$ cat config.mk
export PLATFORM = sky130hd
export DESIGN_NAME = tlb_assoc
export DESIGN_NICKNAME = d
export VERILOG_FILES = /design/src/rtl/tlb_pkg.sv /design/src/rtl/tlb_match.sv /design/src/rtl/tlb_enc.sv /design/src/rtl/tlb_victim.sv /design/src/rtl/tlb_assoc.sv
export SDC_FILE = /design/constraint.sdc
export NUM_CORES = 2
export LEC_CHECK = 0
export ABC_AREA = 0
export BUFFER_PORTS_ARGS = -buffer_cell sky130_fd_sc_hd__buf_2
export CORE_MARGIN = 1.5
export CORE_UTILIZATION = 40
export CTS_CLUSTER_SIZE = 24
export DETAILED_ROUTE_END_ITERATION = 10
export GPL_TIMING_DRIVEN = 0
export PLACE_DENSITY = 0.54
export SYNTH_ARGS = -nofsm -noshare
export SYNTH_HDL_FRONTEND = slang
export SYNTH_SLANG_ARGS = --single-unit
$ cat constraint.sdc
create_clock -name clk -period 12.2 [get_ports clk]
set_clock_uncertainty 0.15 [all_clocks]
set_input_delay 1.22 -clock clk [delete_from_list [all_inputs] [get_ports clk]]
set_output_delay 1.22 -clock clk [all_outputs]
set_load 0.1 [all_outputs]
$ cat src/rtl/tlb_pkg.sv
package tlb_pkg;

    // Per-entry permission and status flags
    typedef struct packed {
        logic rd;
        logic wr;
        logic dirty;
    } perm_t;

    typedef enum logic {
        ACC_READ  = 1'b0,
        ACC_WRITE = 1'b1
    } acc_e;

    function automatic logic access_ok(input perm_t p, input acc_e a);
        return (a == ACC_WRITE) ? p.wr : p.rd;
    endfunction

endpackage

$ cat src/rtl/tlb_match.sv
// Parallel tag compare: one comparator per entry on page number and space id.
module tlb_match #(
    parameter int ENTRIES = 16,
    parameter int VPN_W   = 20,
    parameter int ASID_W  = 8
) (
    input  logic [ENTRIES-1:0]             valid,
    input  logic [ENTRIES-1:0][VPN_W-1:0]  tag_vpn,
    input  logic [ENTRIES-1:0][ASID_W-1:0] tag_asid,
    input  logic [VPN_W-1:0]               key_vpn,
    input  logic [ASID_W-1:0]              key_asid,
    output logic [ENTRIES-1:0]             match
);
    for (genvar g = 0; g < ENTRIES; g++) begin : g_cmp
        assign match[g] = valid[g] && (tag_vpn[g] == key_vpn)
                          && (tag_asid[g] == key_asid);
    end
endmodule

$ cat src/rtl/tlb_enc.sv
// Encodes an at-most-one-hot vector to an index plus an any flag.
module tlb_enc #(
    parameter int ENTRIES = 16,
    localparam int IDX_W  = $clog2(ENTRIES)
) (
    input  logic [ENTRIES-1:0] vec,
    output logic [IDX_W-1:0]   idx,
    output logic               any
);
    always_comb begin
        idx = '0;
        for (int i = 0; i < ENTRIES; i++) begin
            if (vec[i]) idx = idx | IDX_W'(i);
        end
        any = |vec;
    end
endmodule

$ cat src/rtl/tlb_victim.sv
// Refill slot choice: duplicate entry, else lowest free, else rotating pointer.
module tlb_victim #(
    parameter int ENTRIES = 16,
    localparam int IDX_W  = $clog2(ENTRIES)
) (
    input  logic [ENTRIES-1:0] valid,
    input  logic               dup_any,
    input  logic [IDX_W-1:0]   dup_idx,
    input  logic [IDX_W-1:0]   rptr,
    output logic [IDX_W-1:0]   slot,
    output logic               use_ptr
);
    logic [IDX_W-1:0] free_idx;
    logic             free_any;

    always_comb begin
        free_idx = '0;
        free_any = ~&valid;
        for (int i = ENTRIES - 1; i >= 0; i--) begin
            if (!valid[i]) free_idx = IDX_W'(i);
        end
        if (dup_any) begin
            slot    = dup_idx;
            use_ptr = 1'b0;
        end else if (free_any) begin
            slot    = free_idx;
            use_ptr = 1'b0;
        end else begin
            slot    = rptr;
            use_ptr = 1'b1;
        end
    end
endmodule

$ cat src/rtl/tlb_assoc.sv
module tlb_assoc
    import tlb_pkg::*;
#(
    parameter int ENTRIES = 16,
    parameter int VPN_W   = 20,
    parameter int PPN_W   = 20,
    parameter int OFF_W   = 12,
    parameter int ASID_W  = 8,
    localparam int IDX_W  = $clog2(ENTRIES),
    localparam int PA_W   = PPN_W + OFF_W
) (
    input  logic              clk,
    input  logic              rst_n,
    input  logic              lk_valid,
    input  logic [VPN_W-1:0]  lk_vpn,
    input  logic [OFF_W-1:0]  lk_off,
    input  logic [ASID_W-1:0] lk_asid,
    input  logic              lk_write,
    output logic              lk_hit,
    output logic              lk_fault,
    output logic              miss_req,
    output logic [PA_W-1:0]   lk_paddr,
    output logic              dirty_upd,
    output logic [VPN_W-1:0]  dirty_vpn,
    input  logic              rf_valid,
    input  logic [VPN_W-1:0]  rf_vpn,
    input  logic [ASID_W-1:0] rf_asid,
    input  logic [PPN_W-1:0]  rf_ppn,
    input  logic              rf_rd,
    input  logic              rf_wr,
    input  logic              rf_dirty,
    input  logic              fl_valid,
    input  logic              fl_all,
    input  logic [ASID_W-1:0] fl_asid
);

    typedef struct packed {
        logic [ENTRIES-1:0]             valid;
        logic [ENTRIES-1:0][VPN_W-1:0]  vpn;
        logic [ENTRIES-1:0][ASID_W-1:0] asid;
        logic [ENTRIES-1:0][PPN_W-1:0]  ppn;
        perm_t [ENTRIES-1:0]            perm;
        logic [IDX_W-1:0]               rptr;
    } state_t;

    state_t st_q, st_d;

    logic [ENTRIES-1:0] lk_match, rf_match;
    logic [IDX_W-1:0]   lk_idx, rf_dup_idx, rf_slot;
    logic               lk_any, rf_dup_any, rf_use_ptr;
    logic [ENTRIES-1:0] valid_vec;
    logic [IDX_W-1:0]   rptr;
    perm_t              hit_perm;
    logic               allowed;
    acc_e               acc;

    assign valid_vec = st_q.valid;
    assign rptr      = st_q.rptr;

    // Lookup-side compare
    tlb_match #(.ENTRIES(ENTRIES), .VPN_W(VPN_W), .ASID_W(ASID_W)) u_lk_match (
        .valid    (st_q.valid),
        .tag_vpn  (st_q.vpn),
        .tag_asid (st_q.asid),
        .key_vpn  (lk_vpn),
        .key_asid (lk_asid),
        .match    (lk_match)
    );

    tlb_enc #(.ENTRIES(ENTRIES)) u_lk_enc (
        .vec (lk_match),
        .idx (lk_idx),
        .any (lk_any)
    );

    // Refill-side compare for duplicate detection
    tlb_match #(.ENTRIES(ENTRIES), .VPN_W(VPN_W), .ASID_W(ASID_W)) u_rf_match (
        .valid    (st_q.valid),
        .tag_vpn  (st_q.vpn),
        .tag_asid (st_q.asid),
        .key_vpn  (rf_vpn),
        .key_asid (rf_asid),
        .match    (rf_match)
    );

    tlb_enc #(.ENTRIES(ENTRIES)) u_rf_enc (
        .vec (rf_match),
        .idx (rf_dup_idx),
        .any (rf_dup_any)
    );

    tlb_victim #(.ENTRIES(ENTRIES)) u_victim (
        .valid   (st_q.valid),
        .dup_any (rf_dup_any),
        .dup_idx (rf_dup_idx),
        .rptr    (st_q.rptr),
        .slot    (rf_slot),
        .use_ptr (rf_use_ptr)
    );

    always_comb begin
        // ---------------- lookup results ----------------
        acc       = acc_e'(lk_write);
        hit_perm  = st_q.perm[lk_idx];
        allowed   = access_ok(hit_perm, acc);
        lk_hit    = lk_valid && lk_any && allowed;
        lk_fault  = lk_valid && lk_any && !allowed;
        miss_req  = lk_valid && !lk_any;
        lk_paddr  = lk_hit ? {st_q.ppn[lk_idx], lk_off} : '0;
        dirty_upd = lk_hit && (acc == ACC_WRITE) && !hit_perm.dirty;
        dirty_vpn = dirty_upd ? lk_vpn : '0;

        // ---------------- next state ----------------
        st_d = st_q;

        // 1: dirty marking
        if (dirty_upd) begin
            st_d.perm[lk_idx].dirty = 1'b1;
        end

        // 2: invalidation
        if (fl_valid) begin
            for (int i = 0; i < ENTRIES; i++) begin
                if (fl_all || (st_q.asid[i] == fl_asid)) begin
                    st_d.valid[i] = 1'b0;
                end
            end
        end

        // 3: refill (slot chosen from pre-flush state)
        if (rf_valid) begin
            st_d.valid[rf_slot]      = 1'b1;
            st_d.vpn[rf_slot]        = rf_vpn;
            st_d.asid[rf_slot]       = rf_asid;
            st_d.ppn[rf_slot]        = rf_ppn;
            st_d.perm[rf_slot].rd    = rf_rd;
            st_d.perm[rf_slot].wr    = rf_wr;
            st_d.perm[rf_slot].dirty = rf_dirty;
            if (rf_use_ptr) begin
                st_d.rptr = (st_q.rptr == IDX_W'(ENTRIES - 1)) ? '0
                                                               : st_q.rptr + 1'b1;
            end
        end
    end

    always_ff @(posedge clk) begin
        if (!rst_n) begin
            st_q <= '0;
        end else begin
            st_q <= st_d;
        end
    end

endmodule

# Word-level counts from Yosys, hierarchy flattened

Index checks and enable logic that the tools add are counted.

$add $sub $neg: 1
Magnitude comparators: 4
Equal/unequal tests: 81
Multiplexer cells: 99
Bitwise logic cells: 1
Reduce and logical (&&, ||, !) cells: 95

Operator list:

| operator                                            | count |
|---|---|
| 2-to-1 mux 836 bit                                  | 1 |
| bitwise mux 320 bit                                 | 2 |
| equality test 20 bit                                | 32 |
| equality test 8 bit                                 | 48 |
| bitwise mux 48 bit                                  | 4 |
| 2-to-1 mux 4 bit                                    | 36 |
| bitwise mux 128 bit                                 | 1 |
| binary-select mux 20 bit (select 4 bit)             | 1 |
| demux 20 bit (select 4 bit)                         | 1 |
| logical AND 1 bit                                   | 72 |
| 2-to-1 mux 20 bit                                   | 3 |
| demux 3 bit (select 4 bit)                          | 4 |
| 2-to-1 mux 48 bit                                   | 1 |
| demux 8 bit (select 4 bit)                          | 1 |
| 2-to-1 mux 32 bit                                   | 1 |
| OR reduction 16 bit                                 | 2 |
| 2-to-1 mux 3 bit                                    | 10 |
| 2-to-1 mux 1 bit                                    | 24 |
| logical OR 1 bit                                    | 16 |
| 2-to-1 mux 16 bit                                   | 1 |
| bitwise OR 16 bit                                   | 1 |
| AND reduction 16 bit                                | 1 |
| binary-select mux 3 bit (select 4 bit)              | 1 |
| < comparator 4 x 5 -> 1 bit (second input constant) | 2 |
| other kinds (8)                                     | 15 |

Flip-flop bits (word level): 836
Input port bits: 106
Output and inout port bits: 56
Word-level logic and storage cells: 379

# Longest topological paths before layout

Depth after elaboration: 29
Gate-level depth with buffers: 17
Mapped depth without buffers: 11

# Modules after synthesis

Synthesis repeated with hierarchy kept, for this count alone.

Cell total of the unflattened synthesis: 5,628
Area total of the unflattened synthesis: 47,174.0 um^2

Modules (own cells, without submodules):

| module     | times used | cells each | area each (um^2) | seq. area each (um^2) |
|---|---|---|---|---|
| tlb_assoc  | 1          | 4,235      | 35,959.5         | 16,736.1 |
| tlb_match  | 2          | 664        | 5,397.7          | 0.0 |
| tlb_victim | 1          | 39         | 264.0            | 0.0 |
| tlb_enc    | 2          | 13         | 77.6             | 0.0 |

# Worst setup path after synthesis

OpenSTA, ideal clock, no wires.

Kind: input to output
Start: in lk_vpn[12]
End: out lk_paddr[13]
Data arrival time: 8,732 ps
Required time: 10,830 ps
Slack: 2,098 ps
Stages: 13
Buffers on the path: 3
Cell sequence: buf_2 xor2_1 or4b_1 or4_1 and4_1 buf_6 and2_4 buf_6 a41oi_2 o31ai_1 nor4_4 o21ai_2 a2111oi_0

Longest elaborated chain between the ends: 23
Elaborated cells on any way between the ends: 72
Those cells by class: eq/ne (16); mux (21); reduce/logical (35)

Ends and longest elaborated chain:

| item                                   | line             | text |
|---|---|---|
| start: declaration                     | tlb_assoc.sv:15  | `input logic [VPN_W-1:0] lk_vpn,` |
| equality test 20 bit                   | tlb_match.sv:15  | `assign match[g] = valid[g] && (tag_vpn[g] == key_vpn)` |
| logical AND 1 bit                      | tlb_match.sv:15  |  |
| logical AND 1 bit                      | tlb_match.sv:16  | `&& (tag_asid[g] == key_asid);` |
| 2-to-1 mux 1 bit                       | tlb_enc.sv:13    | `if (vec[i]) idx = idx \| IDX_W'(i);` |
| 2-to-1 mux 2 bit (2 in a row)          | tlb_enc.sv:13    |  |
| 2-to-1 mux 3 bit (4 in a row)          | tlb_enc.sv:13    |  |
| 2-to-1 mux 4 bit (8 in a row)          | tlb_enc.sv:13    |  |
| binary-select mux 3 bit (select 4 bit) | tlb_assoc.sv:104 | `hit_perm = st_q.perm[lk_idx];` |
| 2-to-1 mux 3 bit (implied by the code) | tlb_assoc.sv:104 |  |
| 2-to-1 mux 1 bit                       | tlb_pkg.sv:16    | `return (a == ACC_WRITE) ? p.wr : p.rd;` |
| logical AND 1 bit                      | tlb_assoc.sv:106 | `lk_hit = lk_valid && lk_any && allowed;` |
| 2-to-1 mux 32 bit *                    | tlb_assoc.sv:109 | `lk_paddr = lk_hit ? {st_q.ppn[lk_idx], lk_off} : '0;` |
| end: declaration                       | tlb_assoc.sv:22  | `output logic [PA_W-1:0] lk_paddr,` |

Mark *: on every way between the ends. The rest lies on a longest branch, timed or not. The select of a mux whose other input is x is not followed.

# Worst setup path after layout

Start: in lk_vpn[1]
End: out lk_paddr[13]

The elaborated chain is that of the path after synthesis.

==> summary.txt <==
Outcome
  – Status: finished, violations left
  – Failing checks: capacitance limit, slew limit

Global route
  – First-pass GRT wire length: ~360000 microns
  – GR Util All Layers: 43.6%
  – Pin count of the biggest net entering global routing: 16
  – Initial antenna violation count: 11
  – Vias in the first global route: approximately 41000
  – GRT overflow: 0

Route
  – DR pass1 iterations: 6
  – Post-DRT Antenna Nets: 0
  – DRC: 0
  – Via Count: 44200
  – WL per Instance: 37.1 microns
  – Initial DRC Count: between 5000 and 6000
  – Mean number of vias per cell: a little over 6
  – Routed WL: 271000 microns

Place
  – Dpl hpwl: approximately 200000 microns
  – Port bufs: approximately 100
  – RePlAce Congestion: around 1.1

Power
  – Leak pwr: ~20 nW
  – Peak supply drop: between 0.0001 and 0.00015 V
  – Final total power: around 0.0067 W
  – Power per cell area: about 130 nW/um^2

CTS
  – Cts hold-fix bufs: 0
  – Clock Path Buffers: 3
  – Postcts setup bufs: 0
  – Sink Count: 836
  – CTS tree: done
  – CTS root buffer: clkbuf_16
  – Clock-pin transition on the worst setup and hold timing paths: approximately 0.06 ns
  – Skew-Pair Late Insertion Delay: ~0.77 ns
  – Num CTS Buffers: 98
  – H-tree depth: 3
  – Post-CTS sizing: 0

STA
  – Pins Over Slew Limit: between 100 and 150
  – Endpoints failing hold: 0
  – Sum Neg Setup Slack: 0 ns
  – Final setup vio count: 0
  – Slew HR: -6.94%
  – Min Clock Period, post-route: between 9 and 10 ns
  – Slew @ Worst Pin: 1.60 ns
  – Max Freq: a little over 0.1 GHz
  – Final period utilization: 80.7%
  – RSZ-0062 raised after global routing: false

Floorplan
  – Core Rows: ~130
  – Die area: between 100000 and 150000 sq um
  – Die width: 348 microns
  – Initial Utilization: roughly two fifths
  – Die Y: 348 microns
  – IO Pins: between 150 and 200
  – Core Box Area: ~120000 sq um

Worst hold path
  – Hold WC Path Type: reg -> reg
  – Hold Crit Start: st_q[54]

Yosys
  – Post-Syn Instances: 5483
  – Syn_area_per_cell: between 8 and 9 sq um
  – Synth Register Bits: roughly 840
  – Post-synthesis sequential area ratio: roughly a third
  – Primary FF master, synth: dfxtp_1
  – Synth Cell Area: roughly 47000 sq um
  – Mapped Nets: between 5000 and 6000
  – Asr flop ratio synth: 0%
  – Yosys cell types: about 70
  – Synth warn: 0
  – EDFF count, synth: 0

Critical path
  – CP Class: in -> out
  – Crit path max fanout: 10
  – Worst path cell trace: buf_2, buf_2, xnor2_1, nand4_1, nor4_1, nand4_1, nand3_1, or3_1, clkbuf_1, a211oi_1, a211o_1, a211oi_2, o21ai_2, a2111oi_0, buf_2
  – Reg2Reg Depth: 12
  – Buf+Inv Stages, Crit Path: 4
  – Reg2reg start: st_q[679]
  – R2r setup slk: a little over 6 ns
  – CP max-delay cell: a2111oi_0
  – Slowest stage delay, CP: 1.06 ns
  – Crit path capture: lk_paddr[13]
  – Critical path startpoint category: input pin
  – Worst EP arrival: 8.47 ns
  – CP Capture Type: primary output
  – Crit path depth: 15
  – Worst path top cell family by delay: buffers and inverters
  – CP startpoint: lk_vpn[1]
  – WP data required: approximately 11 ns
  – Most frequent CP cell: buf_2
  – RR Endpoint: st_q[356]

Finish
  – Layout cells sized above 1: under 10%
  – P&R area growth vs syn: 12.4%
  – Final nets: between 5000 and 6000

Flow run
  – Max Cap Viol: 13
[metal layers]
layer  vias to the layer above  track usage [%]  share of wire [%]  wire (microns)
met4                         2             33.2                9.0           24500
met2                      2693             66.2                 43          116000
met5                         -                0             0.0033               9
met1                     21600             52.1                 38          103000
met3                       805             12.3                 10           27600
li1                      19100                -                  -               -
[cells in the mapped netlist, drive strengths merged, types with 3 or more instances]
| library cell | number | area (sq um) |
|---|---|---|
| nor3 | 31 | 155 |
| nor2 | 842 | 3160 |
| and3 | 29 | 181 |
| nand2 | 287 | 1080 |
| nand3b | 7 | 52.6 |
| nand2b | 31 | 194 |
| inv | 48 | 180 |
| or3 | 6 | 37.5 |
| a21boi | 4 | 30.0 |
| nor3b | 12 | 90.1 |
| mux2i | 793 | 7940 |
| o2111ai | 4 | 35.0 |
| o21ai | 192 | 965 |
| clkbuf | 284 | 1070 |
| xor2 | 189 | 1660 |
| or4 | 9 | 67.6 |
| and4 | 7 | 61.3 |
| a211oi | 6 | 50.1 |
| a2111oi | 11 | 146 |
| o21a | 3 | 22.5 |
| o22ai | 12 | 75.1 |
| a31oi | 4 | 25.0 |
| nand4 | 291 | 1820 |
| o31a | 3 | 26.3 |
| o31ai | 4 | 30.0 |
| nand4b | 4 | 35.0 |
| o211ai | 7 | 52.6 |
| xnor2 | 823 | 7210 |
| or4b | 3 | 30.0 |
| dfxtp | 836 | 16700 |
| and2 | 9 | 58.8 |
| nor4b | 4 | 35.0 |
| buf | 189 | 941 |
| nor2b | 8 | 50.1 |
| or2 | 12 | 75.1 |
| nor4 | 117 | 747 |
| nand3 | 81 | 405 |
| a21oi | 182 | 911 |
| mux2 | 69 | 777 |
[kinds of logic (layout without fill, tap and decap cells)]
kind of cell,after synthesis,in the layout,share of synthesized area (%)
adder cells (fa/ha/maj),1,1,0.0263
AND/OR/NAND/NOR,1795,1795,17.7
buffers and inverters,523,805,4.62
flip-flops,836,836,35.3
XOR/XNOR,1012,1012,18.7
multiplexers,862,862,18.4
other,0,6,0
AO/OA/AOI/OAI,454,454,5.42
[power breakdown]
| part | internal [W] | total (W) | switching [W] |
|---|---|---|---|
| clock network | 0.00177 | 0.00310 | 0.00133 |
| logic | 0.000198 | 0.000823 | 0.000624 |
| registers | 0.00275 | 0.00277 | 0.0000238 |
[through the flow]
stage / instance area [sq um] / hold WS, ns / worst slack [ns] / utilization [%] / instances
finish: 53400 / 0.324 / 2.36 / 45.3 / 7307
global route: 53400 / 0.337 / 2.45 / 45.3 / 7301
floorplan: 47500 / 0.299 / 2.10 / - / 5483
detailed placement: 50000 / 0.317 / 2.92 / 42.4 / 7125
global placement: 49900 / 0.311 / 2.02 / 42.3 / 7117
CTS: 53400 / 0.325 / 2.87 / 45.3 / 7301
[cell type report]
class / instances / area (sq um)
Clock inverter: 25 / 367
Timing Repair Buffer: 106 / 582
Fill cell: 11900 / 64500
Tap cell: 1536 / 1920
Clock buffer: 151 / 2980
Inverter: 50 / 188
Sequential cell: 836 / 16700
Antenna cell: 6 / 15.0
Multi-Input combinational cell: 4124 / 28600
Buffer: 473 / 2040
[worst min-delay path by stage]
stage / to / cells past startpoint
6_report: st_q[54] / 2
5_1_grt: st_q[124] / 2
4_1_cts: st_q[124] / 2
3_5_place_dp: st_q[124] / 2
3_3_place_gp: st_q[52] / 2
2_1_floorplan: st_q[6] / 2
[cells in the final DEF (no fill, tap or decap), drive strengths merged, types with 189 or more instances in the layout]
cell type / Yosys / routed
nand4: 291 / 291
nand2: 287 / 287
xnor2: 823 / 823
clkbuf: 284 / 435
mux2i: 793 / 793
xor2: 189 / 189
o21ai: 192 / 192
dfxtp: 836 / 836
nor2: 842 / 842
buf: 189 / 295
[sequential cells by signal (all words and copies together), names as in the netlist]
register / cells
valid_vec: 16
rptr: 4
st_q: 816
[tightest hold or removal path, stage by stage (launching register included)]
cell	delay, ns
dfxtp_1	0.30
o21ai_0	0.06
a21oi_1	0.06
No activity file was read; power rests on OpenSTA's default activity.
